==> src/rtl/irq_pkg.sv <==
package irq_pkg;
   typedef enum logic [1:0] {
      SEQ_IDLE   = 2'd0,
      SEQ_FIRST  = 2'd1,
      SEQ_SECOND = 2'd2
   } seq_state_t;
endpackage

==> src/rtl/irq_sync.sv <==
module irq_sync #(
   parameter int STAGES = 2
) (
   input  logic clk,
   input  logic rst_n,
   input  logic din,
   output logic dout
);
   initial begin
      assert (STAGES >= 2) else $error("irq_sync: STAGES must be at least 2");
   end

   logic [STAGES-1:0] chain;

   for (genvar g = 0; g < STAGES; g++) begin : g_stage
      if (g == 0) begin : g_head
         always_ff @(posedge clk) begin
            if (!rst_n) chain[0] <= 1'b0;
            else        chain[0] <= din;
         end
      end else begin : g_tail
         always_ff @(posedge clk) begin
            if (!rst_n) chain[g] <= 1'b0;
            else        chain[g] <= chain[g-1];
         end
      end
   end

   assign dout = chain[STAGES-1];
endmodule

==> src/rtl/irq_nmi_qual.sv <==
module irq_nmi_qual #(
   parameter int LOW_MIN  = 4,
   parameter int HIGH_MIN = 4
) (
   input  logic clk,
   input  logic rst_n,
   input  logic lvl,
   output logic hit
);
   initial begin
      assert (LOW_MIN >= 1)  else $error("irq_nmi_qual: LOW_MIN must be positive");
      assert (HIGH_MIN >= 1) else $error("irq_nmi_qual: HIGH_MIN must be positive");
   end

   localparam int LO_W = $clog2(LOW_MIN + 1);
   localparam int HI_W = $clog2(HIGH_MIN + 1);
   localparam logic [LO_W-1:0] LO_FULL = LO_W'(LOW_MIN);
   localparam logic [HI_W-1:0] HI_FULL = HI_W'(HIGH_MIN);
   localparam logic [HI_W-1:0] HI_LAST = HI_W'(HIGH_MIN - 1);

   logic [LO_W-1:0] lo_cnt;
   logic [HI_W-1:0] hi_cnt;
   logic            fire;

   // lo_cnt: consecutive low samples (saturating), frozen through a high phase
   // hi_cnt: consecutive high samples (saturating), so a held level fires once
   assign fire = lvl && (hi_cnt == HI_LAST) && (lo_cnt == LO_FULL);

   always_ff @(posedge clk) begin
      if (!rst_n) begin
         lo_cnt <= '0;
         hi_cnt <= '0;
         hit    <= 1'b0;
      end else begin
         hit <= fire;
         if (lvl) begin
            if (hi_cnt != HI_FULL) hi_cnt <= hi_cnt + HI_W'(1);
         end else begin
            hi_cnt <= '0;
            if (hi_cnt != '0)            lo_cnt <= LO_W'(1);
            else if (lo_cnt != LO_FULL)  lo_cnt <= lo_cnt + LO_W'(1);
         end
      end
   end

   // one recognition per qualifying edge
   assert_single_hit_R8: assert property (@(posedge clk) disable iff (!rst_n)
      hit |=> !hit);
   // a recognition needs a high sample now and before
   assert_hit_after_high_R8: assert property (@(posedge clk) disable iff (!rst_n)
      hit |-> $past(lvl));
endmodule

==> src/rtl/irq_ack_seq.sv <==
module irq_ack_seq
   import irq_pkg::*;
#(
   parameter int VEC_W = 8
) (
   input  logic             clk,
   input  logic             rst_n,
   input  logic             start,
   input  logic             ack_done,
   input  logic [VEC_W-1:0] ack_data,
   output logic             ack_req,
   output logic             ack_second,
   output logic             vec_valid,
   output logic [VEC_W-1:0] vec
);
   initial begin
      assert (VEC_W >= 1) else $error("irq_ack_seq: VEC_W must be positive");
   end

   seq_state_t st;

   always_ff @(posedge clk) begin
      if (!rst_n) begin
         st        <= SEQ_IDLE;
         vec       <= '0;
         vec_valid <= 1'b0;
      end else begin
         vec_valid <= 1'b0;
         case (st)
            SEQ_IDLE:   if (start) st <= SEQ_FIRST;
            SEQ_FIRST:  if (ack_done) st <= SEQ_SECOND;
            SEQ_SECOND: if (ack_done) begin
               vec       <= ack_data;
               vec_valid <= 1'b1;
               st        <= SEQ_IDLE;
            end
            default:    st <= SEQ_IDLE;
         endcase
      end
   end

   assign ack_req    = (st != SEQ_IDLE);
   assign ack_second = (st == SEQ_SECOND);

   // a start opens the first handshake
   assert_start_first_R4: assert property (@(posedge clk) disable iff (!rst_n)
      start |=> ack_req && !ack_second);
   // a handshake holds until the bus controller completes it
   assert_hold_until_done_R4: assert property (@(posedge clk) disable iff (!rst_n)
      ack_req && !ack_done |=> ack_req && $stable(ack_second));
   // completing the second handshake releases the request and presents a vector
   assert_second_done_R5: assert property (@(posedge clk) disable iff (!rst_n)
      ack_req && ack_second && ack_done |=> !ack_req && vec_valid);
endmodule

==> src/rtl/irq_front.sv <==
module irq_front #(
   parameter int SYNC_STAGES = 2,
   parameter int LOW_MIN     = 4,
   parameter int HIGH_MIN    = 4,
   parameter int VEC_W       = 8,
   parameter int NMI_VEC     = 2
) (
   input  logic             clk,
   input  logic             rst_n,
   input  logic             intr_in,
   input  logic             ie_flag,
   input  logic             nmi_in,
   input  logic             ack_done,
   input  logic [VEC_W-1:0] ack_data,
   output logic             ack_req,
   output logic             ack_second,
   output logic             take,
   output logic             take_nmi,
   output logic [VEC_W-1:0] take_vec
);
   initial begin
      assert (NMI_VEC >= 0 && NMI_VEC < (1 << VEC_W))
         else $error("irq_front: NMI_VEC does not fit in VEC_W bits");
   end

   localparam logic [VEC_W-1:0] NMI_CODE = VEC_W'(NMI_VEC);

   logic             intr_s;
   logic             nmi_s;
   logic             nmi_hit;
   logic             nmi_pend;
   logic             nmi_want;
   logic             seq_valid;
   logic [VEC_W-1:0] seq_vec;
   logic             start;

   irq_sync #(.STAGES(SYNC_STAGES)) u_intr_sync (
      .clk(clk), .rst_n(rst_n), .din(intr_in), .dout(intr_s)
   );

   irq_sync #(.STAGES(SYNC_STAGES)) u_nmi_sync (
      .clk(clk), .rst_n(rst_n), .din(nmi_in), .dout(nmi_s)
   );

   irq_nmi_qual #(.LOW_MIN(LOW_MIN), .HIGH_MIN(HIGH_MIN)) u_qual (
      .clk(clk), .rst_n(rst_n), .lvl(nmi_s), .hit(nmi_hit)
   );

   irq_ack_seq #(.VEC_W(VEC_W)) u_seq (
      .clk(clk), .rst_n(rst_n), .start(start),
      .ack_done(ack_done), .ack_data(ack_data),
      .ack_req(ack_req), .ack_second(ack_second),
      .vec_valid(seq_valid), .vec(seq_vec)
   );

   assign nmi_want = nmi_hit || nmi_pend;

   // acceptance waits for any outstanding result and yields to a ready NMI
   assign start = intr_s && ie_flag && !ack_req && !seq_valid && !take && !nmi_want;

   always_ff @(posedge clk) begin
      if (!rst_n) begin
         take     <= 1'b0;
         take_nmi <= 1'b0;
         take_vec <= '0;
         nmi_pend <= 1'b0;
      end else begin
         nmi_pend <= nmi_want && seq_valid;
         if (seq_valid) begin
            take     <= 1'b1;
            take_nmi <= 1'b0;
            take_vec <= seq_vec;
         end else if (nmi_want) begin
            take     <= 1'b1;
            take_nmi <= 1'b1;
            take_vec <= NMI_CODE;
         end else begin
            take     <= 1'b0;
            take_nmi <= 1'b0;
         end
      end
   end

   // no acknowledge cycle begins without the enable flag
   assert_enable_gate_R3: assert property (@(posedge clk) disable iff (!rst_n)
      $rose(ack_req) |-> $past(ie_flag));
   // a ready non-maskable request blocks maskable acceptance
   assert_nmi_first_R9: assert property (@(posedge clk) disable iff (!rst_n)
      $rose(ack_req) |-> !$past(nmi_hit) && !$past(nmi_pend));
   // an uncontested recognition is taken in the next cycle
   assert_nmi_taken_R6: assert property (@(posedge clk) disable iff (!rst_n)
      nmi_hit && !seq_valid |=> take && take_nmi);
   // a captured vector is taken in the next cycle
   assert_vec_taken_R5: assert property (@(posedge clk) disable iff (!rst_n)
      seq_valid |=> take && !take_nmi);
   // a colliding recognition follows one cycle later
   assert_collision_R10: assert property (@(posedge clk) disable iff (!rst_n)
      nmi_hit && seq_valid |=> ##1 take && take_nmi);
endmodule

==> config.mk <==
export PLATFORM = sky130hd
export DESIGN_NAME = irq_front
export DESIGN_NICKNAME = d
export VERILOG_FILES = /design/src/rtl/irq_pkg.sv /design/src/rtl/irq_sync.sv /design/src/rtl/irq_nmi_qual.sv /design/src/rtl/irq_ack_seq.sv /design/src/rtl/irq_front.sv
export SDC_FILE = /design/constraint.sdc
export NUM_CORES = 1
export LEC_CHECK = 0
export ABC_AREA = 1
export BUFFER_PORTS_ARGS = -buffer_cell sky130_fd_sc_hd__clkbuf_2
export CAP_MARGIN = 25
export CORE_MARGIN = 2
export CORE_UTILIZATION = 55
export CTS_CLUSTER_SIZE = 28
export DETAILED_ROUTE_END_ITERATION = 10
export PLACE_DENSITY_LB_ADDON = 0.12
export SYNTH_ARGS = -nofsm -noshare
export SYNTH_HDL_FRONTEND = slang
export SYNTH_SLANG_ARGS = --single-unit
export TNS_END_PERCENT = 10
==> constraint.sdc <==
create_clock -name clk -period 2.5 [get_ports clk]
set_input_delay 0.5 -clock clk [delete_from_list [all_inputs] [get_ports clk]]
set_output_delay 0.5 -clock clk [all_outputs]
set_load 0.1 [all_outputs]
======== Yosys cells after proc, flatten, opt, wreduce, memory -nomap -nowiden ========
Index checks and enable logic that the tools add are counted.
word-level totals
  bits in registers ....................... 33
  bits of input ports ..................... 14
  logic and storage cells ................. 62
operators by class
  bitwise operators ....................... 2
  reductions and logical operators ........ 24
  $add $sub $neg .......................... 2
  eq/ne operators ......................... 9
  multiplexer cells ....................... 11
operators by type and width
  cell                                                             count
  8-bit two-way mux                                                2
  1-bit logical AND                                                8
  2-bit AND reduction                                              4
  3-bit by 1-bit adder with 3-bit output, second input constant    2
  2-bit two-way mux                                                3
  3-bit two-way mux                                                2
  2-bit inequality test, second input constant                     3
  3-bit inequality test, second input constant                     2
  2-bit one-hot mux with 3 select lines                            1
  2-bit nonzero test                                               3
  1-bit zero test                                                  4
  3-bit by 2-bit == test with 1-bit output, second input constant  1
  3-bit == test, second input constant                             1
  1-bit two-way mux                                                3
  3-bit AND reduction                                              1
  3-bit nonzero test                                               1
  2-bit by 1-bit == test with 1-bit output, second input constant  1
  2-bit == test, second input constant                             1
  2-bit zero test                                                  1
  1-bit inverter                                                   2
  2-bit OR reduction                                               1
  1-bit logical OR                                                 1

======== Depth between registers and ports, before layout ========
Gate-level depths: netlist of run 1.
  depth in word-level cells ............... 8
  gate-level depth with buffers ........... 8
  mapped depth without buffers ............ 8

======== Cells and area by module ========
A second synthesis of run 1 with hierarchy kept.
unflattened totals
  cells, all modules ...................... 187
  area, all modules ....................... 1386.3 µm²
by module, submodules not included
  module        times used  area an instance (µm²)  cells each
  irq_ack_seq   1           479.2                   70
  irq_nmi_qual  1           399.1                   53
  irq_front     1           397.9                   52
  irq_sync      2           55.1                    6

======== Worst setup path after synthesis of run 1 ========
Ideal clock, no wire load.
  kind .................................... reg2reg
  start ................................... register u_seq.st[1]
  end ..................................... register u_seq.vec[6]
  arrival time ............................ 1.326 ns
  data required time ...................... 2.385 ns
  buffers on the path ..................... 1
  cell stages (with the launch flop) ...... 7
  path slack .............................. 1.059 ns
  cell sequence ........................... dfxtp_1 -> inv_2 -> nor2_4 -> nand2_4 -> buf_6 -> o21ai_2 -> a21oi_2
between the ends
  cells in the longest elaborated chain, start to end .. 2
RTL lines
  what                                  RTL line           source
  start: declaration                    irq_ack_seq.sv:20  seq_state_t st;
  start signal: assignment              irq_ack_seq.sv:24  st <= SEQ_IDLE;
  start signal: assignment              irq_ack_seq.sv:30  SEQ_IDLE: if (start) st <= SEQ_FIRST;
  start signal: assignment              irq_ack_seq.sv:31  SEQ_FIRST: if (ack_done) st <= SEQ_SECOND;
  2-bit == test                         --
  via ack_second                        irq_front.sv:16    output logic ack_second,
  2-bit AND reduction (no source line)  --
  end signal: assignment                irq_ack_seq.sv:33  vec <= ack_data;
  end: declaration                      irq_ack_seq.sv:14  output logic [VEC_W-1:0] vec
The timed path passes the listed nets, and every way through them passes these cells.
A chain may end at the register's enable or synchronous reset.

======== Final worst setup path of run 1 ========
  start ................................... register u_seq.st[0]
  end ..................................... output port ack_req
between the ends
  cells in the longest elaborated chain, start to end .. 1
RTL lines
  what                RTL line           source
  2-bit nonzero test  irq_ack_seq.sv:42  assign ack_req = (st != SEQ_IDLE);
  end: declaration    irq_front.sv:15    output logic ack_req,
No other way between the ends.

==> out/metrics.cfg, run 1 <==
[status]
outcome=complete, no violations

[grt]
grt_max_degree=26
grt_pass1_vias=889
grt_pass1_wl_um=3600
gr-usage-all-layers_pct=18.5
grt_antenna_before_repair=0
gr-total-overflow=0

[drt]
viasPerCell=4.89
routed_wl_um=2080
drtAntennaViolNets=0
drc=0
drt_pass1_iterations=3
wl_per_cell_um=10.0
vias=1017
first_iter_violations=10

[floorplanning]
die_w_um=52.0
design.portCount=26
std_cell_rows=17
die_h_um=52.0
fp.dieArea_um2=2700
start_util_pct=57.7
core_area_um2=2190

[clock_tree]
post_cts_resized=0
path_clk_slew_ns=0.09
root_buffer=clkbuf_4
cts.htree.levels=2
cts_tree=yes
ctsHoldBuffers=0
cts_buffer_depth=2
post_cts_buffers=0
insertion_delay_ns=0.31
cts_buffers=5
clock_sink_count=33

[timing]
final_max_slew_viol_count=0
setup_violations=0
final.period_utilization_pct=73.8
hold_viol=0
max_clock_freq_ghz=0.542
finClkSkew_ns=0.00458
tightest_slew_ns=0.547
fin_setup_tns_ns=0
rsz0062_at_grt=no
maxSlewHeadroom_pct=63.7
period_minus_slack_ns=1.84
finalWorstSetupSlack_ns=0.656

[logic_synthesis]
synth_top_area_share_pct=52.2
ys.warnings.count=0
synth_commonest_cells=dfxtp_1, inv_1, nand2_1
synth.most_common_cell=dfxtp_1
syn_area_per_cell_um2=8.43
synth_ff_type=dfxtp_1
mappedNetlistArea_um2=1260
synth_cell_types=23
synth_edf_count=0
yosysTopAreaCell=dfxtp_1
yosys-top-cells-area=dfxtp_1, inv_1, o21ai_0
syn_nets=169
yosysSeqAreaShare_pct=52.2
ys_seq_elements=33
synth_cells=150
synthArstFlopShare_pct=0

[power_and_ir_drop]
total_power_uw=912
p_per_area_nw_per_um2=628
ir_drop_uv=404
p_leak_nw=0.694

[hold_path]
holdCritPathClass=in -> reg

[layout]
post_route_cells_drive_above_1_share_pct=21.7
syn_to_final_growth_pct=14.8
design_area_um2=1450
final_nets=198
diodes=0

[place]
dp_hpwl_um=1530
portBuffers=25
gp_congestion=0.731
dpl_cell_area_um2=1400
place_ws_ns=1.00

[worst_setup_path]
worstSetupPathType=reg -> out
max_stage_delay_ns=0.44
cp_cell_sequence=or2_4 -> clkbuf_2
cpLargestDelayFamily=buffers and inverters
arrival_ns=1.34
critPathSlowestCell=clkbuf_2
cp-end-kind=output pin
critPathMaxFanout=4
crit_buf_inv=1
crit_required_ns=2.00
crit_path_start_kind=flop

[run]
maxCapViolCount=0

[worst register-to-register path, stage by stage, from the launching register on]
cell     delay, ns
dfxtp_1       0.36
inv_1         0.06
ha_1          0.21
nand2_1       0.11
nand2_1       0.09
nand2_1       0.13
nand2_1       0.06
inv_1         0.05
nor2_1        0.03
[state kept, by name, indices dropped and copies added (netlist names), 2 cells and up]
signal	flops
u_seq.vec	8
take_vec	8
u_qual.hi_cnt	3
u_seq.st	2
u_qual.lo_cnt	3
[path summary, 6_finish.rpt]
| check | start | endpoint | slack (ns) | depth (start not counted) |
|---|---|---|---|---|
| worst max-delay path | u_seq.st[0] | ack_req | 0.66 | 2 |
| worst min-delay path | nmi_in | u_nmi_sync.chain[0] | 0.37 | 3 |
| worst max register to register | u_qual.hi_cnt[0] | u_qual.lo_cnt[0] | 1.29 | 8 |
| worst min register to register | u_nmi_sync.chain[0] | u_nmi_sync.dout | 0.42 | 2 |
[metal layers]
layer | share of wire [%] | global-route usage [%] | up-vias
met4 | 0.77 | 7.46 | 0
met5 | 0 | 0 | -
li1 | - | - | 538
met2 | 47 | 29.5 | 24
met3 | 6.1 | 7.76 | 2
met1 | 46 | 21.8 | 453
[cells by family (layout without fill, tap and decap cells)]
group                    count (synthesis)  count (layout)  share of synthesized area (%)
AO/OA/AOI/OAI                           34              34                           14.9
adder cells (fa/ha/maj)                  5               5                           4.95
buffers and inverters                   30              60                           9.69
flip-flops                              33              33                           52.2
AND/OR/NAND/NOR                         48              48                           18.2
[power breakdown]
group | internal (mW) | switching, mW | total (mW)
Combinational | 0.0300 | 0.0631 | 0.0930
Sequential | 0.543 | 0.00949 | 0.552
Clock | 0.112 | 0.155 | 0.267
[cell usage in the layout, fill, tap and decap left out, drive strengths merged]
master | Yosys | layout
a211oi | 1 | 1
a21oi | 14 | 14
clkbuf | 0 | 33
dfxtp | 33 | 33
ha | 5 | 5
inv | 27 | 27
nand2 | 21 | 21
nand3 | 9 | 9
nand3b | 1 | 1
nor2 | 14 | 14
nor3 | 1 | 1
nor3b | 1 | 1
o211ai | 1 | 1
o21ai | 17 | 17
o31ai | 1 | 1
or2 | 1 | 1
[area by class of cell]
type                       instances  area, um^2
sequential                        33         661
tap                               28        35.0
fill                             204         738
clock buffer                       8        48.8
multi-input combinational         87         482
timing repair buffer              25         125
inverter                          27         101
[stage by stage]
step	utilization (%)	std cells	hold slack [ns]
after global placement	64.1	200	0.400
after CTS	66.3	208	0.361
final	66.3	208	0.370
after detailed placement	64.1	200	0.402
after floorplan	-	150	0.390
after global routing	66.3	208	0.354
Note: power is estimated with default switching activity, not from simulation.
==> run 2, diff against run 1 <==
--- a/config.mk
+++ b/config.mk
@@ -9,7 +9,7 @@
 export BUFFER_PORTS_ARGS = -buffer_cell sky130_fd_sc_hd__clkbuf_2
 export CAP_MARGIN = 25
 export CORE_MARGIN = 2
-export CORE_UTILIZATION = 55
+export CORE_UTILIZATION = 52
 export CTS_CLUSTER_SIZE = 28
 export DETAILED_ROUTE_END_ITERATION = 10
 export PLACE_DENSITY_LB_ADDON = 0.12
==> constraint.sdc (replaced) <==
create_clock -name clk -period 1.76 [get_ports clk]
set_input_delay 0.352 -clock clk [delete_from_list [all_inputs] [get_ports clk]]
set_output_delay 0.352 -clock clk [all_outputs]
set_load 0.1 [all_outputs]
==> out/metrics.cfg, run 2 (synthesis results as in run 1) <==
[status]
outcome=complete, no violations  ; unchanged

[timing]
finClkSkew_ns=0.00998  ; was 0.00458 ns
final.period_utilization_pct=96.4
maxSlewHeadroom_pct=64.0  ; was 63.7%
period_minus_slack_ns=1.70
tightest_slew_ns=0.542  ; was 0.547 ns
setup_violations=0  ; unchanged
rsz0062_at_grt=no  ; unchanged
hold_viol=0  ; unchanged
max_clock_freq_ghz=0.589
final_max_slew_viol_count=0  ; unchanged
fin_setup_tns_ns=0  ; unchanged

[grt]
grt_pass1_wl_um=3550  ; was 3600 um
gr-usage-all-layers_pct=18.0  ; was 18.5%
grt_antenna_before_repair=0  ; unchanged
grt_max_degree=18  ; was 26
grt_pass1_vias=887  ; was 889
gr-total-overflow=0  ; unchanged

[layout]
layout.cells.most_common_list=dfxtp_1, inv_1, clkbuf_2, nand2_1, o21ai_0  ; unchanged
post_route_cells_drive_above_1_share_pct=23.2  ; was 21.7%
largest_registers=take_vec x8, u_seq.vec x8  ; unchanged
diodes=0  ; unchanged
layout_commonest_cell=dfxtp_1  ; unchanged
design_area_um2=1460  ; was 1450 um^2
syn_to_final_growth_pct=15.6  ; was 14.8%
final_nets=199  ; was 198

[place]
portBuffers=25  ; unchanged
dpl_cell_area_um2=1410  ; was 1400 um^2
gp_congestion=0.699  ; was 0.731
dp_hpwl_um=1590  ; was 1530 um

[worst_setup_path]
cp_cell_sequence=or2_4 -> clkbuf_2  ; unchanged
cpLargestDelayFamily=buffers and inverters  ; unchanged
critPathLaunch=u_seq.st[0]  ; unchanged
cp-end-kind=output pin  ; unchanged
critPathMaxFanout=4  ; unchanged
arrival_ns=1.35  ; was 1.34 ns
cp.depth=2  ; unchanged
crit_path_start_kind=flop  ; unchanged
reg2reg_depth=8  ; unchanged
critPathSlowestCell=clkbuf_2  ; unchanged
max_stage_delay_ns=0.44  ; about the same
worstSetupPathType=reg -> out  ; unchanged
crit_buf_inv=1  ; unchanged
worstReg2RegStart=u_qual.hi_cnt[0]  ; unchanged
crit_required_ns=1.41  ; was 2.00 ns

[floorplanning]
die_w_um=53.3  ; was 52.0 um
std_cell_rows=17  ; unchanged
start_util_pct=56.1  ; was 57.7%
die_h_um=53.3  ; was 52.0 um
fp.dieArea_um2=2840  ; was 2700 um^2
core_area_um2=2250  ; was 2190 um^2
design.portCount=26  ; unchanged

[clock_tree]
ctsHoldBuffers=0  ; unchanged
path_clk_slew_ns=0.10  ; was 0.09 ns
clock_sink_count=33  ; unchanged
cts_buffers=5  ; unchanged
insertion_delay_ns=0.32  ; was 0.31 ns
post_cts_resized=0  ; unchanged
cts.htree.levels=2  ; unchanged
post_cts_buffers=0  ; unchanged
cts_buffer_depth=2  ; unchanged
cts_tree=yes  ; unchanged
root_buffer=clkbuf_4  ; unchanged

[hold_path]
hold_depth=3  ; unchanged
holdCritPathClass=in -> reg  ; unchanged
min_from=intr_in  ; was nmi_in

[drt]
viasPerCell=4.78  ; was 4.89
first_iter_violations=11  ; was 10
drt_pass1_iterations=4  ; was 3
drtAntennaViolNets=0  ; unchanged
wl_per_cell_um=10.1  ; was 10.0 um
vias=998  ; was 1,017
drc=0  ; unchanged
routed_wl_um=2110  ; was 2080 um

[power_and_ir_drop]
p_per_area_nw_per_um2=892  ; was 628 nW/um^2
ir_drop_uv=738  ; was 404 uV
p_leak_nw=0.704  ; was 0.694 nW

[run]
maxCapViolCount=0  ; unchanged

run 2: cell types whose count changed in the layout (fill, tap and decap cells not counted), sizes merged:
cell    delta
buf        +1
clkbuf     -2
clkinv     +2
run 2: path summary, 6_finish.rpt:
path | to | slack [ns]
hold reg to reg | u_intr_sync.dout | 0.43
setup reg to reg | u_qual.lo_cnt[0] | 0.56
setup / recovery | ack_req | 0.06
hold / removal | u_intr_sync.chain[0] | 0.21
run 2: tightest hold or removal path, cell delays in order:
cell	delay, ns
clkbuf_2	0.07
nand2_1	0.04
inv_1	0.04
run 2: metal layers:
metal	track usage [%]	routed length, um	up-vias
met4	7.69	30	0
met5	0	0	-
met1	20.4	1040	431
met2	29.2	919	26
li1	-	-	535
met3	7.63	121	6
run 2: cell type report:
class,instances,area (um^2)
Fill cell,208,792
Clock inverter,2,10.0
Multi-Input combinational cell,87,482
Inverter,27,101
Tap cell,28,35.0
Sequential cell,33,661
Timing Repair Buffer,26,133
Clock buffer,6,41.3
run 2: report_power, final:
group | total (mW) | internal [mW] | switching [mW]
Sequential | 0.785 | 0.771 | 0.0137
Combinational | 0.134 | 0.0441 | 0.0901
Clock | 0.385 | 0.152 | 0.233
Total | 1.30 | 0.967 | 0.337
run 2: stage by stage:
step           hold slack (ns)  util (%)  cells  setup WS, ns  power (mW)
5_1_grt                  0.192      64.9    209       0.00199        1.38
4_1_cts                  0.197      64.9    209        0.0552        1.32
3_5_place_dp             0.409      62.6    201         0.416       0.937
3_3_place_gp             0.401      62.6    201         0.436       0.931
6_report                 0.212      64.9    209        0.0625        1.30
2_1_floorplan            0.390         -    150         0.319       0.902
